`src/rtl/bs_conv_pkg.sv`:
```
package bs_conv_pkg;

  // One step of a serial subtractor: returns {borrow_out, diff}
  function automatic logic [1:0] sub_step(input logic p, input logic n, input logic b);
    logic d;
    logic bo;
    d  = p ^ n ^ b;
    bo = (~p & n) | (~(p ^ n) & b);
    return {bo, d};
  endfunction

  // One step of a serial adder: returns {carry_out, sum}
  function automatic logic [1:0] add_step(input logic a, input logic b, input logic c);
    logic s;
    logic co;
    s  = a ^ b ^ c;
    co = (a & b) | (a & c) | (b & c);
    return {co, s};
  endfunction

endpackage

```
`src/rtl/bs_conv_seq.sv`:
```
module bs_conv_seq #(
  parameter int W = 16
) (
  input  logic clk,
  input  logic rst_n,
  input  logic load_i,
  input  logic rerun_i,
  output logic start_o,
  output logic step_o,
  output logic busy_o,
  output logic first_o,
  output logic last_o
);
  localparam int CW = (W > 1) ? $clog2(W) : 1;
  localparam logic [CW-1:0] LAST_IDX = CW'(W - 1);

  logic          busy_q;
  logic [CW-1:0] cnt_q;

  assign start_o = load_i | (rerun_i & ~busy_q);
  assign step_o  = busy_q & ~start_o;
  assign busy_o  = busy_q;
  assign first_o = busy_q & (cnt_q == '0);
  assign last_o  = step_o & (cnt_q == LAST_IDX);

  always_ff @(posedge clk or negedge rst_n) begin
    if (!rst_n) begin
      busy_q <= 1'b0;
      cnt_q  <= '0;
    end else if (start_o) begin
      busy_q <= 1'b1;
      cnt_q  <= '0;
    end else if (busy_q) begin
      if (cnt_q == LAST_IDX) begin
        busy_q <= 1'b0;
        cnt_q  <= '0;
      end else begin
        cnt_q <= cnt_q + 1'b1;
      end
    end
  end
endmodule

```
`src/rtl/bs_conv_shift.sv`:
```
module bs_conv_shift #(
  parameter int W = 16
) (
  input  logic         clk,
  input  logic         rst_n,
  input  logic         load_i,
  input  logic         step_i,
  input  logic         ser_i,
  input  logic [W-1:0] pos_i,
  input  logic [W-1:0] neg_i,
  input  logic [W-1:0] mod_i,
  output logic         p_lsb_o,
  output logic         n_lsb_o,
  output logic         m_lsb_o
);
  logic [W-1:0] pos_q;
  logic [W-1:0] neg_q;
  logic [W-1:0] mod_q;

  always_ff @(posedge clk or negedge rst_n) begin
    if (!rst_n) begin
      pos_q <= '0;
      neg_q <= '0;
      mod_q <= '0;
    end else if (load_i) begin
      pos_q <= pos_i;
      neg_q <= neg_i;
      mod_q <= mod_i;
    end else if (step_i) begin
      pos_q <= {ser_i, pos_q[W-1:1]};
      neg_q <= {1'b0, neg_q[W-1:1]};
      mod_q <= {mod_q[0], mod_q[W-1:1]};
    end
  end

  assign p_lsb_o = pos_q[0];
  assign n_lsb_o = neg_q[0];
  assign m_lsb_o = mod_q[0];
endmodule

```
`src/rtl/bs_conv_sub.sv`:
```
module bs_conv_sub (
  input  logic clk,
  input  logic rst_n,
  input  logic clr_i,
  input  logic step_i,
  input  logic p_i,
  input  logic n_i,
  output logic d_o,
  output logic borrow_next_o
);
  import bs_conv_pkg::*;

  logic       brw_q;
  logic [1:0] res;

  assign res           = sub_step(p_i, n_i, brw_q);
  assign d_o           = res[0];
  assign borrow_next_o = res[1];

  always_ff @(posedge clk or negedge rst_n) begin
    if (!rst_n)      brw_q <= 1'b0;
    else if (clr_i)  brw_q <= 1'b0;
    else if (step_i) brw_q <= res[1];
  end
endmodule

```
`src/rtl/bs_conv_addm.sv`:
```
module bs_conv_addm (
  input  logic clk,
  input  logic rst_n,
  input  logic clr_i,
  input  logic step_i,
  input  logic d_i,
  input  logic m_i,
  output logic s_o
);
  import bs_conv_pkg::*;

  logic       cry_q;
  logic [1:0] res;

  assign res = add_step(d_i, m_i, cry_q);
  assign s_o = res[0];

  always_ff @(posedge clk or negedge rst_n) begin
    if (!rst_n)      cry_q <= 1'b0;
    else if (clr_i)  cry_q <= 1'b0;
    else if (step_i) cry_q <= res[1];
  end
endmodule

```
`src/rtl/bs_serial_converter.sv`:
```
module bs_serial_converter #(
  parameter int W = 16
) (
  input  logic         clk,
  input  logic         rst_n,
  input  logic         load_i,
  input  logic         rerun_i,
  input  logic [W-1:0] pos_i,
  input  logic [W-1:0] neg_i,
  input  logic [W-1:0] mod_i,
  input  logic         ser_i,
  output logic         valid_o,
  output logic         frame_o,
  output logic         diff_o,
  output logic         summ_o,
  output logic         sign_valid_o,
  output logic         sign_o
);
  // named internal events
  logic start_w;
  logic step_w;
  logic busy_w;
  logic first_w;
  logic last_w;
  logic p_lsb_w;
  logic n_lsb_w;
  logic m_lsb_w;
  logic d_w;
  logic s_w;
  logic brw_next_w;
  logic sgn_vld_q;
  logic sgn_q;

  bs_conv_seq #(.W(W)) u_seq (
    .clk(clk), .rst_n(rst_n), .load_i(load_i), .rerun_i(rerun_i),
    .start_o(start_w), .step_o(step_w), .busy_o(busy_w),
    .first_o(first_w), .last_o(last_w)
  );

  bs_conv_shift #(.W(W)) u_shift (
    .clk(clk), .rst_n(rst_n), .load_i(load_i), .step_i(step_w), .ser_i(ser_i),
    .pos_i(pos_i), .neg_i(neg_i), .mod_i(mod_i),
    .p_lsb_o(p_lsb_w), .n_lsb_o(n_lsb_w), .m_lsb_o(m_lsb_w)
  );

  bs_conv_sub u_sub (
    .clk(clk), .rst_n(rst_n), .clr_i(start_w), .step_i(step_w),
    .p_i(p_lsb_w), .n_i(n_lsb_w), .d_o(d_w), .borrow_next_o(brw_next_w)
  );

  bs_conv_addm u_add (
    .clk(clk), .rst_n(rst_n), .clr_i(start_w), .step_i(step_w),
    .d_i(d_w), .m_i(m_lsb_w), .s_o(s_w)
  );

  always_ff @(posedge clk or negedge rst_n) begin
    if (!rst_n) begin
      sgn_vld_q <= 1'b0;
      sgn_q     <= 1'b0;
    end else begin
      sgn_vld_q <= last_w;
      if (last_w) sgn_q <= brw_next_w;
    end
  end

  assign valid_o      = busy_w;
  assign frame_o      = first_w;
  assign diff_o       = d_w;
  assign summ_o       = s_w;
  assign sign_valid_o = sgn_vld_q;
  assign sign_o       = sgn_q;
endmodule

```
`config.mk`:
```
export PLATFORM = sky130hd
export DESIGN_NAME = bs_serial_converter
export DESIGN_NICKNAME = d
export VERILOG_FILES = /design/src/rtl/bs_conv_pkg.sv /design/src/rtl/bs_conv_seq.sv /design/src/rtl/bs_conv_shift.sv /design/src/rtl/bs_conv_sub.sv /design/src/rtl/bs_conv_addm.sv /design/src/rtl/bs_serial_converter.sv
export SDC_FILE = /design/constraint.sdc
export NUM_CORES = 1
export LEC_CHECK = 0
export ABC_AREA = 1
export ABC_CLOCK_PERIOD_IN_PS = 4400
export BUFFER_PORTS_ARGS = -buffer_cell sky130_fd_sc_hd__buf_2
export CORE_MARGIN = 4
export CORE_UTILIZATION = 55
export CTS_BUF_LIST = sky130_fd_sc_hd__clkbuf_4 sky130_fd_sc_hd__clkbuf_8
export CTS_CLUSTER_DIAMETER = 100
export DETAILED_ROUTE_END_ITERATION = 7
export PLACE_DENSITY = 0.81
export SLEW_MARGIN = 20
export SYNTH_ARGS = -nofsm -noshare
export SYNTH_HDL_FRONTEND = slang
export SYNTH_SLANG_ARGS = --single-unit
```
`constraint.sdc`:
```
create_clock -name clk -period 4.4 [get_ports clk]
set_input_delay 0.88 -clock clk [delete_from_list [all_inputs] [get_ports clk]]
set_output_delay 0.88 -clock clk [all_outputs]
set_load 0.005 [all_outputs]
```
==> qor.txt <==
Area growth syn-to-layout = 15.59%
Mean Syn Cell Area = 8.470 um2
CP Launch Type = flop
Slew @ Worst Pin = 1.027 ns
DR DRC count = 0
largest net degree at the start of global routing = 58
post-route ant nets = 0
die height = 76.87 um
drt pass-1 iters = 4
Final Wtd Congestion = 0.7866
Clk pin slew, worst setup/hold paths = 0.06 ns
leakage = 1.587 nW
clk_skew = 0.007238 ns
Power Density = 387.1 mW/mm2
share of post-route cells with drive strength above 1 = 21.58%
initial antenna violation count = 0
CTS buffer count = 9
Ports = 59
first-pass GRT wire length = 9949 um
worst path required time = 3.52 ns
critical path peak fanout = 2
setup slack, reg-to-reg = 2.48 ns
Post-Place Worst Slack = 1.508 ns
vias per cell = 5.172
switching power = 299.9 uW
Int Power = 867.3 uW
crit path kind = reg -> out
YS warnings = 0
final HPWL from detailed placement = 3566 um
total grt overflow = 0
die area = 0.005909 mm2
largest cells by area after synthesis = dfrtp_1 (55%), nand2_1 (23%), nand3_1 (9.6%), buf_6 (3.0%), fa_1 (1.5%)
clock latency on the worst-skew pair = 0.34 ns
nets = 419
design area = 0.003015 mm2
row count = 24
CP max stage cell = fa_1
Crit. End Element = output port
Seq cells post-synth = 57
width of the chip = 76.87 um
Hold Buf Count CTS = 0
clock net sink count = 57
Max Cap Violations = 0
Post-CTS Setup Bufs = 0
core area = 0.004474 mm2
Max H-tree Level = 3
critical hold path startpoint = u_shift.neg_q[9]
routed len/inst = 13.67 um
Root Driver = clkbuf_8
Synth area leader = dfrtp_1
Clk pwr share = 38.1%
Placed Area = 0.002835 mm2
CP cell instances = inv_1 > fa_1 > fa_1 > buf_2
Max stage delay on crit path = 0.54 ns
port bufs = 58
setup TNS = 0 ns
Yosys cell types = 21
final hold vios = 0
Final Critical Period = 2.833 ns
switching part of the total = 25.70%
Netlist Area Pre-Place = 0.002609 mm2
final setup margin = 1.567 ns
final setup vio count = 0
outcome = finished clean
maximum clock rate = 0.3530 GHz
initial cell density of the core = 58.31%
R2R Path End = u_seq.cnt_q[2]
Top cell by count, worst path = fa_1
Max clock buf depth = 2
DR vias = 2162
Hold Crit Depth = 2
pins over their slew limit = 0
Antenna diodes = 0
register area share after synthesis = 54.68%
R2R depth = 5
RSZ-0062 raised after global routing = no
reg2reg start = u_seq.busy_o
Synth top area share = 54.68%
Synth Instances = 308
total routed wirelength = 5715 um
Worst Setup SP = u_shift.neg_q[0]
Hold Path End = u_shift.neg_q[8]
drt initial violations = 156
Resize count post-CTS = 0
worst hold path type = reg -> reg
GR Util All Layers = 21.46%
Final Cycle Share = 64.39%
Critical Path AT = 1.95 ns
vias in the first global route = 2235
post-synth net total = 365
Comb power frac = 10.8%
peak supply drop = 0.1881 mV
CTS tree = built
sequential power share = 51.1%
Worst slew margin = 31.34%
layout by cell type (no fill, tap or decap), drive strengths merged, types with 2 or more instances in the layout:
cell type	instances
fa	2
clkinv	3
ha	2
inv	11
nor2	5
dfrtp	57
nand2	157
buf	59
nand3	50
o21ai	4
clkbuf	12
metal layers:
metal | global-route usage, % | wire (um)
met1 | 26.01 | 2532
met2 | 34.93 | 2691
met3 | 6.557 | 358
met4 | 10.14 | 131
met5 | 0 | 0
cell type report:
cell class	instances	area [um2]
Multi-Input combinational cell	224	1005
Clock buffer	12	165.2
Sequential cell	57	1426
Clock inverter	3	15.01
Fill cell	400	1459
Inverter	11	41.29
Tap cell	52	65.06
Timing Repair Buffer	59	297.8
worst max-delay path, delay by kind of cell, from the launching register on:
family	cells	cell delay, ns
adder cells (fa/ha/maj)	2	1.01
flip-flops	1	0.40
buffers and inverters	2	0.21
sequential cells by signal, summed over array words and instances (netlist names):
name and cells:
u_seq.busy_o 1, sign_valid_o 1, u_seq.cnt_q 4, u_shift.mod_q 16, u_add.cry_q 1, u_shift.neg_q 16
u_sub.brw_q 1, u_shift.pos_q 16, sign_o 1
stage by stage:
stage | hold slack, ns | util [%] | std cells | power, mW
final | 0.4772 | 67.39 | 418 | 1.167
after detailed placement | 0.4651 | 63.37 | 403 | 0.7290
after global routing | 0.5127 | 67.39 | 418 | 1.226
after CTS | 0.4786 | 67.39 | 418 | 1.178
after global placement | 0.4560 | 63.37 | 403 | 0.7211
after floorplan | 0.4524 | - | 308 | 0.6718
power by group through the flow:
stage          registers (mW)  logic, mW  clock network [mW]
2_1_floorplan           0.596     0.0755                   0
3_3_place_gp            0.602      0.119                   0
3_5_place_dp            0.604      0.125                   0
4_1_cts                 0.596      0.130               0.452
5_1_grt                 0.601      0.146               0.478
6_report                0.596      0.126               0.445
cells in the mapped netlist, drive strengths merged:
library cell and count:
a22o 1, buf 14, clkbuf 2, dfrtp 57, fa 2, ha 2
inv 11, nand2 157, nand3 50, nand4 1, nor2 5, nor3 1
o21ai 4, o22ai 1
worst max path at each step:
stage | endpoint | slack (ns)
after floorplan | summ_o | 2.11
after global placement | u_seq.cnt_q[2] | 1.59
after detailed placement | u_seq.cnt_q[2] | 1.51
after CTS | summ_o | 1.54
after global routing | summ_o | 1.52
final | summ_o | 1.57
kinds of logic after synthesis:
kind of cell | share of synthesized area, %
fa+ha+maj | 2.494
simple gates | 34.53
compound gates | 1.487
buf+inv | 6.811
flops | 54.68
Power figures use the tool's default switching activity.
